--- src/rtl/kp_scan_pkg.sv ---
package kp_scan_pkg;

  localparam int NCOL = 3;
  localparam int NKEY = 2 * NCOL;

  typedef enum logic [1:0] {
    ST_IDLE  = 2'd0,
    ST_UPPER = 2'd1,
    ST_LOWER = 2'd2
  } scan_st_e;

  // chord that requests recovery: bits 5, 3 and 0
  localparam logic [NKEY-1:0] CHORD_MASK = 6'b101001;

  // upper row: col0 -> bit5, col1 -> bit3, col2 -> bit4
  function automatic logic [NKEY-1:0] place_upper(input logic [NCOL-1:0] p);
    logic [NKEY-1:0] v;
    v    = '0;
    v[5] = p[0];
    v[3] = p[1];
    v[4] = p[2];
    return v;
  endfunction

  // lower row: col0 -> bit2, col1 -> bit1, col2 -> bit0
  function automatic logic [NKEY-1:0] place_lower(input logic [NCOL-1:0] p);
    logic [NKEY-1:0] v;
    v    = '0;
    v[2] = p[0];
    v[1] = p[1];
    v[0] = p[2];
    return v;
  endfunction

endpackage

--- src/rtl/kp_rst_sync.sv ---
module kp_rst_sync #(
  parameter int STAGES = 2
) (
  input  logic clk,
  input  logic rst_n,
  output logic rst_sn
);
  logic [STAGES-1:0] chain_q;

  always_ff @(posedge clk or negedge rst_n) begin
    if (!rst_n) chain_q <= '0;
    else        chain_q <= {chain_q[STAGES-2:0], 1'b1};
  end

  assign rst_sn = chain_q[STAGES-1];
endmodule

--- src/rtl/kp_col_sync.sv ---
module kp_col_sync #(
  parameter int WIDTH  = 3,
  parameter int STAGES = 2
) (
  input  logic             clk,
  input  logic             rst_sn,
  input  logic [WIDTH-1:0] d_async,
  output logic [WIDTH-1:0] d_sync
);
  for (genvar i = 0; i < WIDTH; i++) begin : g_bit
    logic [STAGES-1:0] sh_q;
    always_ff @(posedge clk or negedge rst_sn) begin
      if (!rst_sn) sh_q <= '1;   // idle column reads released
      else         sh_q <= {sh_q[STAGES-2:0], d_async[i]};
    end
    assign d_sync[i] = sh_q[STAGES-1];
  end
endmodule

--- src/rtl/kp_settle_timer.sv ---
module kp_settle_timer #(
  parameter int WAIT = 6
) (
  input  logic clk,
  input  logic rst_sn,
  input  logic load,
  output logic expired
);
  localparam int CW = $clog2(WAIT + 1);
  localparam logic [CW-1:0] RELOAD = CW'(WAIT - 1);

  logic [CW-1:0] cnt_q, cnt_nxt;

  always_comb begin
    cnt_nxt = cnt_q;
    if (load)             cnt_nxt = RELOAD;
    else if (cnt_q != '0) cnt_nxt = cnt_q - 1'b1;
  end

  always_ff @(posedge clk or negedge rst_sn) begin
    if (!rst_sn) cnt_q <= '0;
    else         cnt_q <= cnt_nxt;
  end

  assign expired = (cnt_q == '0);
endmodule

--- src/rtl/kp_key_decode.sv ---
module kp_key_decode
  import kp_scan_pkg::*;
#(
  parameter int DLY_W    = 2,
  parameter int DLY_HELD = 2
) (
  input  logic [NCOL-1:0]  up_press,
  input  logic [NCOL-1:0]  lo_press,
  output logic [NKEY-1:0]  vec,
  output logic             chord,
  output logic [DLY_W-1:0] dly
);
  always_comb begin
    vec   = place_upper(up_press) | place_lower(lo_press);
    chord = ((vec & CHORD_MASK) == CHORD_MASK);
    if (chord || (vec == '0)) dly = '0;
    else                      dly = DLY_W'(DLY_HELD);
  end
endmodule

--- src/rtl/kp_scan.sv ---
module kp_scan
  import kp_scan_pkg::*;
#(
  parameter int SETTLE_CYC  = 2000,
  parameter int SYNC_STAGES = 2,
  parameter int DLY_W       = 2,
  parameter int DLY_HELD    = 2
) (
  input  logic             clk,
  input  logic             rst_n,
  input  logic             scan_go,
  output logic             row_lo,
  input  logic [2:0]       col_n,
  output logic             scan_done,
  output logic [5:0]       keys,
  output logic             rcv_req,
  output logic [DLY_W-1:0] boot_dly
);
  localparam int WAIT = SETTLE_CYC + SYNC_STAGES;

  logic rst_sn;
  logic [NCOL-1:0] col_s, press;
  logic tmr_load, tmr_zero;

  scan_st_e st_q, st_nxt;
  logic row_q, row_nxt;
  logic done_q, done_nxt;
  logic up_en, res_en;
  logic [NCOL-1:0] up_q;
  logic [NKEY-1:0] keys_q, dec_vec;
  logic rcv_q, dec_chord;
  logic [DLY_W-1:0] dly_q, dec_dly;

  kp_rst_sync #(.STAGES(2)) u_rst (
    .clk(clk), .rst_n(rst_n), .rst_sn(rst_sn)
  );

  kp_col_sync #(.WIDTH(NCOL), .STAGES(SYNC_STAGES)) u_sync (
    .clk(clk), .rst_sn(rst_sn), .d_async(col_n), .d_sync(col_s)
  );

  assign press = ~col_s;

  kp_settle_timer #(.WAIT(WAIT)) u_tmr (
    .clk(clk), .rst_sn(rst_sn), .load(tmr_load), .expired(tmr_zero)
  );

  kp_key_decode #(.DLY_W(DLY_W), .DLY_HELD(DLY_HELD)) u_dec (
    .up_press(up_q), .lo_press(press),
    .vec(dec_vec), .chord(dec_chord), .dly(dec_dly)
  );

  // next-state logic
  always_comb begin
    st_nxt   = st_q;
    row_nxt  = row_q;
    done_nxt = 1'b0;
    up_en    = 1'b0;
    res_en   = 1'b0;
    tmr_load = 1'b0;
    unique case (st_q)
      ST_IDLE: begin
        if (scan_go) begin
          st_nxt   = ST_UPPER;
          row_nxt  = 1'b0;
          tmr_load = 1'b1;
        end
      end
      ST_UPPER: begin
        if (tmr_zero) begin
          up_en    = 1'b1;
          row_nxt  = 1'b1;
          tmr_load = 1'b1;
          st_nxt   = ST_LOWER;
        end
      end
      ST_LOWER: begin
        if (tmr_zero) begin
          res_en   = 1'b1;
          done_nxt = 1'b1;
          st_nxt   = ST_IDLE;
        end
      end
      default: begin
        st_nxt  = ST_IDLE;
        row_nxt = 1'b1;
      end
    endcase
  end

  // state registers
  always_ff @(posedge clk or negedge rst_sn) begin
    if (!rst_sn) begin
      st_q   <= ST_IDLE;
      row_q  <= 1'b1;
      done_q <= 1'b0;
    end else begin
      st_q   <= st_nxt;
      row_q  <= row_nxt;
      done_q <= done_nxt;
    end
  end

  always_ff @(posedge clk or negedge rst_sn) begin
    if (!rst_sn)    up_q <= '0;
    else if (up_en) up_q <= press;
  end

  always_ff @(posedge clk or negedge rst_sn) begin
    if (!rst_sn) begin
      keys_q <= '0;
      rcv_q  <= 1'b0;
      dly_q  <= '0;
    end else if (res_en) begin
      keys_q <= dec_vec;
      rcv_q  <= dec_chord;
      dly_q  <= dec_dly;
    end
  end

  assign row_lo    = row_q;
  assign scan_done = done_q;
  assign keys      = keys_q;
  assign rcv_req   = rcv_q;
  assign boot_dly  = dly_q;
endmodule

--- config.mk ---
export PLATFORM = sky130hd
export DESIGN_NAME = kp_scan
export DESIGN_NICKNAME = d
export VERILOG_FILES = /design/src/rtl/kp_scan_pkg.sv /design/src/rtl/kp_rst_sync.sv /design/src/rtl/kp_col_sync.sv /design/src/rtl/kp_settle_timer.sv /design/src/rtl/kp_key_decode.sv /design/src/rtl/kp_scan.sv
export SDC_FILE = /design/constraint.sdc
export NUM_CORES = 1
export LEC_CHECK = 0
export BUFFER_PORTS_ARGS = -buffer_cell sky130_fd_sc_hd__buf_2
export CAP_MARGIN = 0
export CORE_ASPECT_RATIO = 1.25
export CORE_MARGIN = 2
export CORE_UTILIZATION = 51
export CTS_CLUSTER_DIAMETER = 30
export DETAILED_ROUTE_END_ITERATION = 7
export GPL_TIMING_DRIVEN = 0
export PLACE_DENSITY = 0.78
export SETUP_SLACK_MARGIN = 0.5
export SKIP_LAST_GASP = 1
export SYNTH_ARGS = -nofsm -noshare
export SYNTH_HDL_FRONTEND = slang
export SYNTH_HIERARCHICAL = 1
export SYNTH_SLANG_ARGS = --single-unit
--- constraint.sdc ---
create_clock -name clk -period 1.04 [get_ports clk]
set_clock_uncertainty 0.1 [all_clocks]
set_input_delay 0.208 -clock clk [delete_from_list [all_inputs] [get_ports clk]]
set_output_delay 0.208 -clock clk [all_outputs]
set_load 0.01 [all_outputs]
Yosys cells after proc, flatten, opt, wreduce, memory -nomap -nowiden. Cells that the tools add are included.

Input bits: 6. Output and inout port bits: 11. Latch bits: 0. Flip-flop bits (word level): 35. Bits in read-only memories: 0. Memories kept: 0. Logic and storage cells: 45. Memory bits (writable): 0.

Mux-type cells: 15. Shifts and indexed selects: 0. Multiply operators: 0. Bitwise logic cells: 3. Equal/unequal tests: 6. Div/mod/pow operators: 0. Reduce and logical (&&, ||, !) cells: 8. Add/subtract/negate cells: 1. Order comparisons: 0.

Operator list (count): two-way mux 11 bit (2); zero test 11 bit (1); nonzero test 11 bit (1); subtractor 11 x 1 -> 11 bit, second input constant (1); two-way mux 2 bit (4); zero test 6 bit (1); two-way mux 1 bit (6); inequality test 2 bit, second input constant (3); bitwise OR 6 x 3 -> 6 bit (1); case mux 2 bit (3 select lines) (1); AND reduction 3 bit (2); equality test 3 bit, second input constant (1); inverter 3 bit (1); case mux 1 bit (3 select lines) (1); equality test 2 x 1 -> 1 bit, second input constant (1); equality test 2 bit, second input constant (1); zero test 2 bit (1); case mux 1 bit (2 select lines) (1); nonzero test 2 bit (1); logical OR 1 bit (1); inverter 1 bit (1).

Longest topological paths before layout. Gate-level depths: netlist of the first run.

Word-level depth: 5. Depth in mapped cells: 10. Gate-level depth less buffers: 9.

By module. Netlist of the first run, hierarchy kept.

By module, submodules not included: kp_scan (seq. area each 401.6 um^2, area an instance 625.6 um^2, times used 1, cells each 47); kp_settle_timer (seq. area each 275.3 um^2, area an instance 603.1 um^2, times used 1, cells each 59); kp_col_sync (seq. area each 157.7 um^2, area an instance 180.2 um^2, times used 1, cells each 9); kp_key_decode (seq. area each 0.0 um^2, area an instance 85.1 um^2, times used 1, cells each 12); kp_rst_sync (seq. area each 50.0 um^2, area an instance 53.8 um^2, times used 1, cells each 3).

Least setup slack after synthesis of the first run. Ideal clock, no wire load.

Kind: register to register. From: register u_tmr.cnt_q[0]. To: register u_tmr.cnt_q[5]. Required time: 0.815 ns. Path slack: -1.881 ns. Data arrival time: 2.696 ns. Stages on the path, launching flop included: 11. Clock period less this slack: 2.921 ns. Setup time: 0.125 ns. Buffers on the path: 1. Path through: dfrtp_1 -> inv_1 -> ha_1 -> or4b_4 -> or4_4 -> inv_1 -> mux2i_1 -> nor2_1 -> clkbuf_1 -> nor2_1 -> mux2_2.

Longest elaborated chain between the ends: 4. Elaborated cells between the ends (all ways): 8. Classes of those cells: 1 x add/sub; 4 x mux; 3 x reduce/logical.

Ends and longest elaborated chain: start: declaration (RTL line kp_settle_timer.sv:12) `logic [CW-1:0] cnt_q, cnt_nxt;`; start signal: assignment (RTL line kp_settle_timer.sv:22) `else cnt_q <= cnt_nxt;`; zero test 11 bit (*) (RTL line kp_settle_timer.sv:25) `assign expired = (cnt_q == '0);`; via tmr_zero (RTL line kp_scan.sv:23) `logic tmr_load, tmr_zero;`; two-way mux 1 bit (*) (RTL line kp_scan.sv:70) `if (tmr_zero) begin`; case mux 1 bit (2 select lines) (*) (RTL line kp_scan.sv:61) `unique case (st_q)`; via tmr_load (RTL line kp_scan.sv:23); two-way mux 11 bit or nonzero test 2 bit (tied branches).

The timed path passes the listed nets; every way through them passes the cells marked *. The select of a mux whose other input is x is not followed. A chain may end at the register's enable or synchronous reset.

Worst setup path in the final report of the first run. Same ends and word-level chain as after synthesis.

==> impl_metrics.ini, run 1 <==
[sta]
setup_ws_ns = -1.45
slew_viol_final = 0
worst_pin_slew_ns = 0.514
period_share = 2.40
timing.hold.ws_ns = -0.129
rsz0062_at_grt = true
setup-violations-final = 38
fmax_ghz = 0.401
min_period_ns = 2.49
slew_headroom = 0.648
final_hold_viol_count = 3

[detailed_routing]
wirelength_mm = 3.09
ant_nets = 0
drc_errors = 0
vias = 1132
drt-vias-per-instance = 5.17
first_pass_iters = 4
wl_per_cell_um = 14.1
drtIter0Drc = 31

[clock_network]
cts_root_buf = clkbuf_4
htree_levels = 2
clkTransAtPathRegs_ns = 0.10
cts_tree = built
cts.sinks = 35
cts_hold_buf = 1
clk_latency_ns = 0.34
cts-buffers-inserted = 5
clockBufferDepth = 2

[die]
die_x_um = 53.3
rows = 22
start_util = 0.530
die_area_um2 = 3490
core_area_um2 = 2920
ios = 17
die_y_um = 65.6

[final_layout]
design_area_um2 = 2110
syn2layout_area_growth_pct = 36.5
drive_gt1_frac = 0.557
nNetsFinal = 189
final_cells = 219
antennaDiodeCount = 0

[setup_path]
crit_chain = inv_2, ha_4, or4b_4, or4_4, inv_4, mux2i_1, nor2_2, buf_4, nor2b_1, mux2_4
cp.arrival_ns = 2.61
slowest_delay_ns = 0.46
crit_family = simple AND/OR/NAND/NOR gates
reg2reg_setup_slack_ns = -1.45
path_max_fanout = 4
required_ns = 1.16
critPathSlowestCell = or4b_4
path_class = reg -> reg
endpoint_kind = register
crit_buf_inv = 3
start_kind = register

[logic_synthesis]
synth.cell_area_um2 = 1550
synthXorXnorAreaFrac = 0.0113
yosysSeqAreaShare = 0.572
syn_inst = 130
synth_top_family_by_area = simple AND/OR/NAND/NOR gates
synth_area_leaders = dfrtp_1 45%, dfstp_2 12%, mux2_2 7.3%
synth_mux_area_frac = 0.0922
ys_ff_latch = 35
synth_compound_area_frac = 0.0768
ys.warnings.count = 6
yosys.cell_types.count = 36
netlist.area_leader.share = 0.453
synth-simple-area-share = 0.165
ys.flop_type = dfrtp_1
yosysTopAreaCell = dfrtp_1
synth.avg_cell_area_um2 = 11.9
synth_edf_count = 0
synth_nets = 137
synth-async-reset-ratio = 1.00
synth-adder-area-share = 0.00808

[grt]
grt_pass1_vias = 1098
grt_max_degree = 12
antenna_found_initial = 0
grt_pass1_wl_mm = 4.97
grt_use_total = 0.199
overflow = 0

[placed_design]
portBuffers = 16
hpwl_mm = 1.75
postPlaceCellArea_um2 = 1700
placed_cells = 182
routabilityCongestion = 0.783

[hold_path]
min_path_type = in -> reg

[pwr]
ir_drop_uv = 1230
p_leak_nw = 1.01
p_per_area_nw_per_um2 = 1550

[run_status]
violations = hold timing, setup timing
status = finished with violations

[flow_run]
maxCapViolations = 0
cells in the final DEF, fill, tap and decap left out, types with 2 or more instances in the layout:
cell | synthesis | layout
xnor2_1 | 2 | 2
buf_6 | 0 | 8
conb_1 | 2 | 2
nand2_1 | 7 | 7
a21oi_1 | 4 | 3
buf_4 | 10 | 28
buf_16 | 0 | 2
buf_12 | 0 | 2
inv_2 | 1 | 4
inv_1 | 7 | 3
or4_4 | 2 | 2
nor2_2 | 0 | 4
clkbuf_4 | 0 | 5
dfrtp_1 | 28 | 27
mux2_4 | 0 | 2
mux2i_1 | 3 | 3
nor2b_1 | 3 | 3
dfstp_2 | 7 | 7
nand3_4 | 1 | 2
buf_2 | 0 | 13
o21ai_1 | 0 | 5
nand3b_1 | 2 | 2
nor4_1 | 2 | 2
o21ai_0 | 7 | 2
nor2_1 | 12 | 8
nand2b_1 | 3 | 3
mux2_2 | 10 | 8
stage by stage:
step | worst slack [ns] | utilization | TNS [ns] | total power, W
6_report | -1.45 | 0.724 | -38.15 | 0.00327
3_3_place_gp | -1.84 | 0.584 | -39.82 | 0.00237
3_5_place_dp | -1.87 | 0.584 | -40.63 | 0.00242
4_1_cts | -1.43 | 0.685 | -36.56 | 0.00326
5_1_grt | -1.53 | 0.724 | -40.95 | 0.00347
2_1_floorplan | -1.65 | - | -35.77 | 0.00227
cell usage after synthesis (all sizes together), types with 3 or more instances:
cell and instances:
buf 10, nand2b 3, o21ai 7, or4 3, mux2i 3, dfrtp 28, nand2 7, nor2 12
inv 8, a21oi 4, dfstp 7, nor2b 3, nor4 3, mux2 10
worst paths after layout:
path | startpoint | end | depth (start not counted)
min in group asynchronous | rst_n | u_rst/chain_q[1] | 2
setup / recovery | u_tmr/cnt_q[0] | u_tmr/cnt_q[5] | 10
setup reg to reg | u_tmr/cnt_q[0] | u_tmr/cnt_q[5] | 10
hold / removal | col_n[0] | u_sync/g_bit[0].sh_q[0] | 1
max in group asynchronous | u_rst/chain_q[1] | boot_dly[1] | 2
hold reg to reg | u_rst/chain_q[1] | keys[3] | 1
final cells by class:
cell class / instances / area, um2
multi-input combinational: 77 / 608
fill: 207 / 806
clock inverter: 2 / 12.5
tap: 36 / 45.0
inverter: 8 / 32.5
timing repair buffer: 44 / 395
sequential: 35 / 888
clock buffer: 6 / 41.3
buffer: 11 / 88.8
logic make-up after synthesis:
logic type	after synthesis
xor gates and xnor gates	2
muxes	13
DFF	35
adders and majority gates	1
other	2
and+or+nand+nor	40
buffers and inverters	19
AOI/OAI and AO/OA	18
power by group:
group	total, W	switching [W]	internal [W]
Clock	0.000705	0.000444	0.000261
Sequential	0.00175	0.000197	0.00155
Combinational	0.000815	0.000336	0.000479
timing repair:
action | CTS | global route
gates cloned | 2 | 1
gates resized for setup | 10 | 10
endpoints found under the hold margin | 5 | 3
pin swaps | 6 | 0
setup buffers | 17 | 8
setup endpoints to repair | 75 | 67
worst reg2reg max path, stage by stage (launching register included):
cell and delay, ns:
dfrtp_1 0.41, inv_2 0.08, ha_4 0.13, or4b_4 0.46, or4_4 0.46, inv_4 0.07, mux2i_1 0.07, nor2_2 0.14
buf_4 0.15, nor2b_1 0.05, mux2_4 0.26
state kept, by name (all words and copies together), names as in the netlist:
| signal | flops |
|---|---|
| u_tmr/cnt_q | 11 |
| keys | 6 |
| u_sync/g_bit.sh_q | 6 |
| up_q | 3 |
| boot_dly | 2 |
| st_q | 2 |
| u_rst/chain_q | 2 |
| rcv_req | 1 |
| row_lo | 1 |
| scan_done | 1 |
metal layers:
metal | track usage | share of wire | wire, um
met5 | 0 | 0 | 0
met4 | 0.0897 | 0.024 | 74
met3 | 0.0614 | 0.046 | 141
met2 | 0.315 | 0.53 | 1630
met1 | 0.244 | 0.40 | 1250
Note: power is estimated with default switching activity, not from simulation.
==> inputs of run 2 (changes only) <==
REMOVE_ABC_BUFFERS = 1   (was unset)
==> run 2 against run 1 <==
The flow still finishes with violations (hold timing, setup timing). Global-route usage fell by 0.34 points. First-iteration DRC count fell by 42%. Sequential share of layout area rose by 4.0 points. Sequential power barely moved. Power fell by 1.6%. Sequential cell count did not move. Largest cell class unchanged. Combinational power fell by 3.9%.
==> impl_metrics.ini, run 2 (synthesized netlist as in run 1, its figures left out) <==
[detailed_routing]
wirelength_mm = 3.07
vias = 1088
routed.top_layer = met4
wirelength_met1_mm = 1.21
met2_length_mm = 1.63
drc_errors = 0
first_pass_iters = 4
wl_met3_um = 143
ant_nets = 0
wl_per_cell_um = 15.3
drtIter0Drc = 18
drt-vias-per-instance = 5.41

[final_layout]
largest_reg_flops = 11
syn2layout_area_growth_pct = 24.7
top_register = u_tmr/cnt_q
antennaDiodeCount = 0
final_cells = 201
drive_gt1_frac = 0.485
final_cell_mix = 27 x dfrtp_1, 15 x buf_2, 14 x buf_4
num-fill-cells = 219
nNetsFinal = 171
layout_commonest_cell = dfrtp_1

[setup_path]
endpoint_kind = register
required_ns = 1.17
start_kind = register
path_class = reg -> reg
path_max_fanout = 8
cp.arrival_ns = 2.61
crit_start = u_tmr/cnt_q[1]
reg2reg_from = u_tmr/cnt_q[1]

[clock_network]
htree_levels = 2
cts.sinks = 35
cts_root_buf = clkbuf_4
cts-buffers-inserted = 5
clockBufferDepth = 2
cts_hold_buf = 1
cts_tree = built
clkTransAtPathRegs_ns = 0.10
clk_latency_ns = 0.33

[grt]
grt_use_total = 0.195
grt_pass1_vias = 1079
grt_max_degree = 17
overflow = 0
grt_pass1_wl_mm = 4.79
antenna_found_initial = 0

[sta]
setup_ws_ns = -1.45
rsz0062_at_grt = true
fmax_ghz = 0.402
slew_viol_final = 0
period_share = 2.39
worst_pin_slew_ns = 0.490
min_period_ns = 2.49
timing.hold.ws_ns = -0.122
final_hold_viol_count = 3
finalSetupTns_ns = -38.25
setup-violations-final = 38
slew_headroom = 0.665

[die]
rows = 22
ios = 17
start_util = 0.530
core_area_um2 = 2920
die_area_um2 = 3490
die_x_um = 53.3
die_y_um = 65.6

[pwr]
netSwitchingFraction = 0.295
p_comb_frac = 0.243
p_seq_frac = 0.543
p_per_area_nw_per_um2 = 1670
ir_drop_uv = 1160
p_clk_frac = 0.214
power_switching_w = 0.000949
p_leak_nw = 0.893
internal-power_w = 0.00227
finalPower_w = 0.00322

[placed_design]
hpwl_mm = 1.71
portBuffers = 16
routabilityCongestion = 0.790
pre_cts_ws_ns = -2.32
placed_cells = 171

[run_status]
violations = hold timing, setup timing
status = finished with violations

[hold_path]
hp-start = col_n[2]
min_path_type = in -> reg

[flow_run]
maxCapViolations = 0
-- run 2: per-stage QoR --
step / cell area, um2 / util
detailed placement: 1590 / 0.546
floorplan: 1470 / -
global placement: 1590 / 0.546
global route: 1930 / 0.661
finish: 1930 / 0.661
CTS: 1880 / 0.644
-- run 2: power groups by stage --
stage               registers (W)  clock network (W)  logic [W]
floorplan                 0.00173                  0   0.000442
global placement          0.00176                  0   0.000499
detailed placement        0.00178                  0   0.000528
CTS                       0.00174           0.000714   0.000707
global route              0.00177           0.000769   0.000853
finish                    0.00175           0.000687   0.000783
-- run 2: cell type report --
cell class	instances	area [um2]	share of cell area
multi-input cells	77	596	0.309
well taps	36	45.0	0.0233
clock inverters	1	5.00	0.00259
repair buffers	37	317	0.164
clock buffers	7	45.0	0.0233
flip-flops and latches	35	888	0.460
inverters	8	33.8	0.0175
-- run 2: final timing paths --
check	endpoint	slack, ns	depth (start not counted)
max	u_tmr/cnt_q[5]	-1.45	9
min	u_sync/g_bit[2].sh_q[0]	-0.12	1
max reg2reg	u_tmr/cnt_q[5]	-1.45	9
min reg2reg	rcv_req	0.22	1
max in group asynchronous	u_sync/g_bit[2].sh_q[1]	0.42	1
min in group asynchronous	u_rst/chain_q[1]	0.09	2
-- run 2: worst max-delay path: stages, from the launching register on --
cell        delay, ns
dfrtp_1          0.41
inv_2            0.08
ha_4             0.14
or4b_4           0.46
or4_4            0.46
clkinvlp_4       0.12
mux2i_2          0.09
nor2_4           0.19
nor2_1           0.07
mux2_2           0.26
-- run 2: timing repair --
action                                  CTS  global route
endpoints found under the setup margin   75            72
cloned                                    2             1
pin swaps                                 6             5
setup buffers                            15             3
endpoints found under the hold margin     5             3
gates resized for setup                  13             6
-- run 2: per-layer routing --
layer	global-route usage	vias to the layer above
met2	0.335	32
met4	0.0865	0
met5	0	-
li1	-	510
met1	0.215	537
met3	0.0614	9
==> inputs of run 3 (changes only) <==
PLACE_DENSITY = unset   (was 0.78)
PLACE_DENSITY_LB_ADDON = 0.2   (was unset)
==> run 3 against run 2 <==
The run still ends with hold timing, setup timing left. Utilization increased by 2.5 points. Highest routed layer unchanged. Global-route usage increased by 0.56 points. Sequential power about the same. Critical endpoint is now keys[0]. Die area unchanged. Non-clock buffer count increased by 1.
==> impl_metrics.ini, run 3 (synthesized netlist as in run 1, its figures left out) <==
[run_status]
status = finished with violations
violations = hold timing, setup timing

[pwr]
p_per_area_nw_per_um2 = 1780
internal-power_w = 0.00255
power_switching_w = 0.00101
p_clk_frac = 0.283
p_leak_nw = 0.929
ir_drop_uv = 1180
p_seq_frac = 0.487
finalPower_w = 0.00356
netSwitchingFraction = 0.283
p_comb_frac = 0.230

[detailed_routing]
wirelength_mm = 2.88
drc_errors = 0
first_pass_iters = 4
wl_per_cell_um = 14.3
drtIter0Drc = 33
drt-vias-per-instance = 5.19
ant_nets = 0
vias = 1048

[final_layout]
drive_gt1_frac = 0.494
layout_commonest_cell = dfrtp_1
final_cell_mix = 27 x dfrtp_1, 13 x buf_2, 13 x buf_4
design_area_um2 = 2000
largest_reg_flops = 11
syn2layout_area_growth_pct = 29.3
antennaDiodeCount = 0
top_register = u_tmr/cnt_q
nNetsFinal = 172

[sta]
min_period_ns = 2.42
period_share = 2.33
rsz0062_at_grt = true
final_hold_viol_count = 3
slew_headroom = 0.668
fmax_ghz = 0.412
setup-violations-final = 38
setup_ws_ns = -1.38
timing.hold.ws_ns = -0.155
slew_viol_final = 0
worst_pin_slew_ns = 0.485

[placed_design]
postPlaceCellArea_um2 = 1590
routabilityCongestion = 0.724
hpwl_mm = 1.56
portBuffers = 16

[setup_path]
endpoint_kind = register
required_ns = 1.18
reg2reg_from = u_tmr/cnt_q[1]
start_kind = register
crit_start = u_tmr/cnt_q[1]
path_max_fanout = 5
cp.arrival_ns = 2.56
path_class = reg -> reg
reg2reg_depth = 8

[die]
die_y_um = 65.6
die_x_um = 53.3
die_area_um2 = 3490
start_util = 0.530
rows = 22
core_area_um2 = 2920
ios = 17

[grt]
grt_use_total = 0.201
grt_pass1_wl_mm = 4.86
grt_pass1_vias = 1084
grt_max_degree = 17
overflow = 0
antenna_found_initial = 0

[clock_network]
cts_hold_buf = 1
cts_tree = built
htree_levels = 2
cts-buffers-inserted = 5
cts.sinks = 35
clk_latency_ns = 0.35
cts_root_buf = clkbuf_4
clkTransAtPathRegs_ns = 0.11
clockBufferDepth = 2

[hold_path]
min_path_type = in -> reg
hp-start = col_n[0]
whs_path_depth = 1

[flow_run]
maxCapViolations = 0
run 3: cell types whose count changed in the layout (fill, tap and decap cells not counted), sizes merged:
cell / before / now
clkbuf: 8 / 6
inv: 7 / 9
buf: 35 / 36
bufinv: 0 / 1
clkinvlp: 1 / 0
run 3: path summary, 6_finish.rpt:
check	endpoint	slack, ns
min in group asynchronous	u_rst/chain_q[1]	0.06
max	keys[0]	-1.38
min reg2reg	rcv_req	0.25
max in group asynchronous	row_lo	0.40
max reg2reg	keys[0]	-1.38
min	u_sync/g_bit[0].sh_q[0]	-0.16
run 3: worst max-delay path, stage by stage, from the launching register on:
cell and delay [ns]:
dfrtp_1 0.41, inv_2 0.08, ha_4 0.13, or4b_4 0.46
or4_4 0.46, inv_4 0.09, buf_4 0.15, nand3_4 0.12
mux2_2 0.32
run 3: repair_timing:
| item | in CTS | in global routing |
|---|---|---|
| endpoints found under the setup margin | 75 | 70 |
| pin swaps | 9 | 3 |
| buffers inserted | 15 | 4 |
| gates cloned | 2 | 1 |
| endpoints found under the hold margin | 5 | 3 |
| resized for setup | 20 | 7 |
run 3: power groups by stage:
| stage | sequential (W) | combinational (W) | clock [W] |
|---|---|---|---|
| final | 0.00174 | 0.000820 | 0.00101 |
| after global routing | 0.00176 | 0.000901 | 0.00113 |
| after CTS | 0.00173 | 0.000707 | 0.00104 |
| after detailed placement | 0.00178 | 0.000525 | 0 |
| after global placement | 0.00176 | 0.000502 | 0 |
| after floorplan | 0.00173 | 0.000442 | 0 |
run 3: metal layers:
layer,part of all wire,up-vias,GRT usage
li1,-,510,-
met1,0.41,511,0.226
met2,0.53,20,0.338
met3,0.034,7,0.0614
met4,0.021,0,0.0962
met5,0,-,0
run 3: per-stage QoR:
stage               setup slack [ns]  std cells  hold WS (ns)   util  TNS, ns
floorplan                      -1.88        119        -0.188      -   -42.56
detailed placement             -2.24        171        -0.106  0.546   -61.16
global placement               -2.23        171        -0.107  0.546   -59.75
CTS                            -1.43        197        -0.174  0.661   -38.08
global route                   -1.45        202        -0.196  0.686   -39.23
finish                         -1.38        202        -0.155  0.686   -36.69
run 3: layout make-up:
cell class | count | area (um2)
multi-input combinational | 77 | 607
sequential | 35 | 888
clock inverter | 3 | 47.5
timing repair buffer | 38 | 344
clock buffer | 5 | 37.5
tap | 36 | 45.0
inverter | 8 | 32.5
fill | 218 | 916
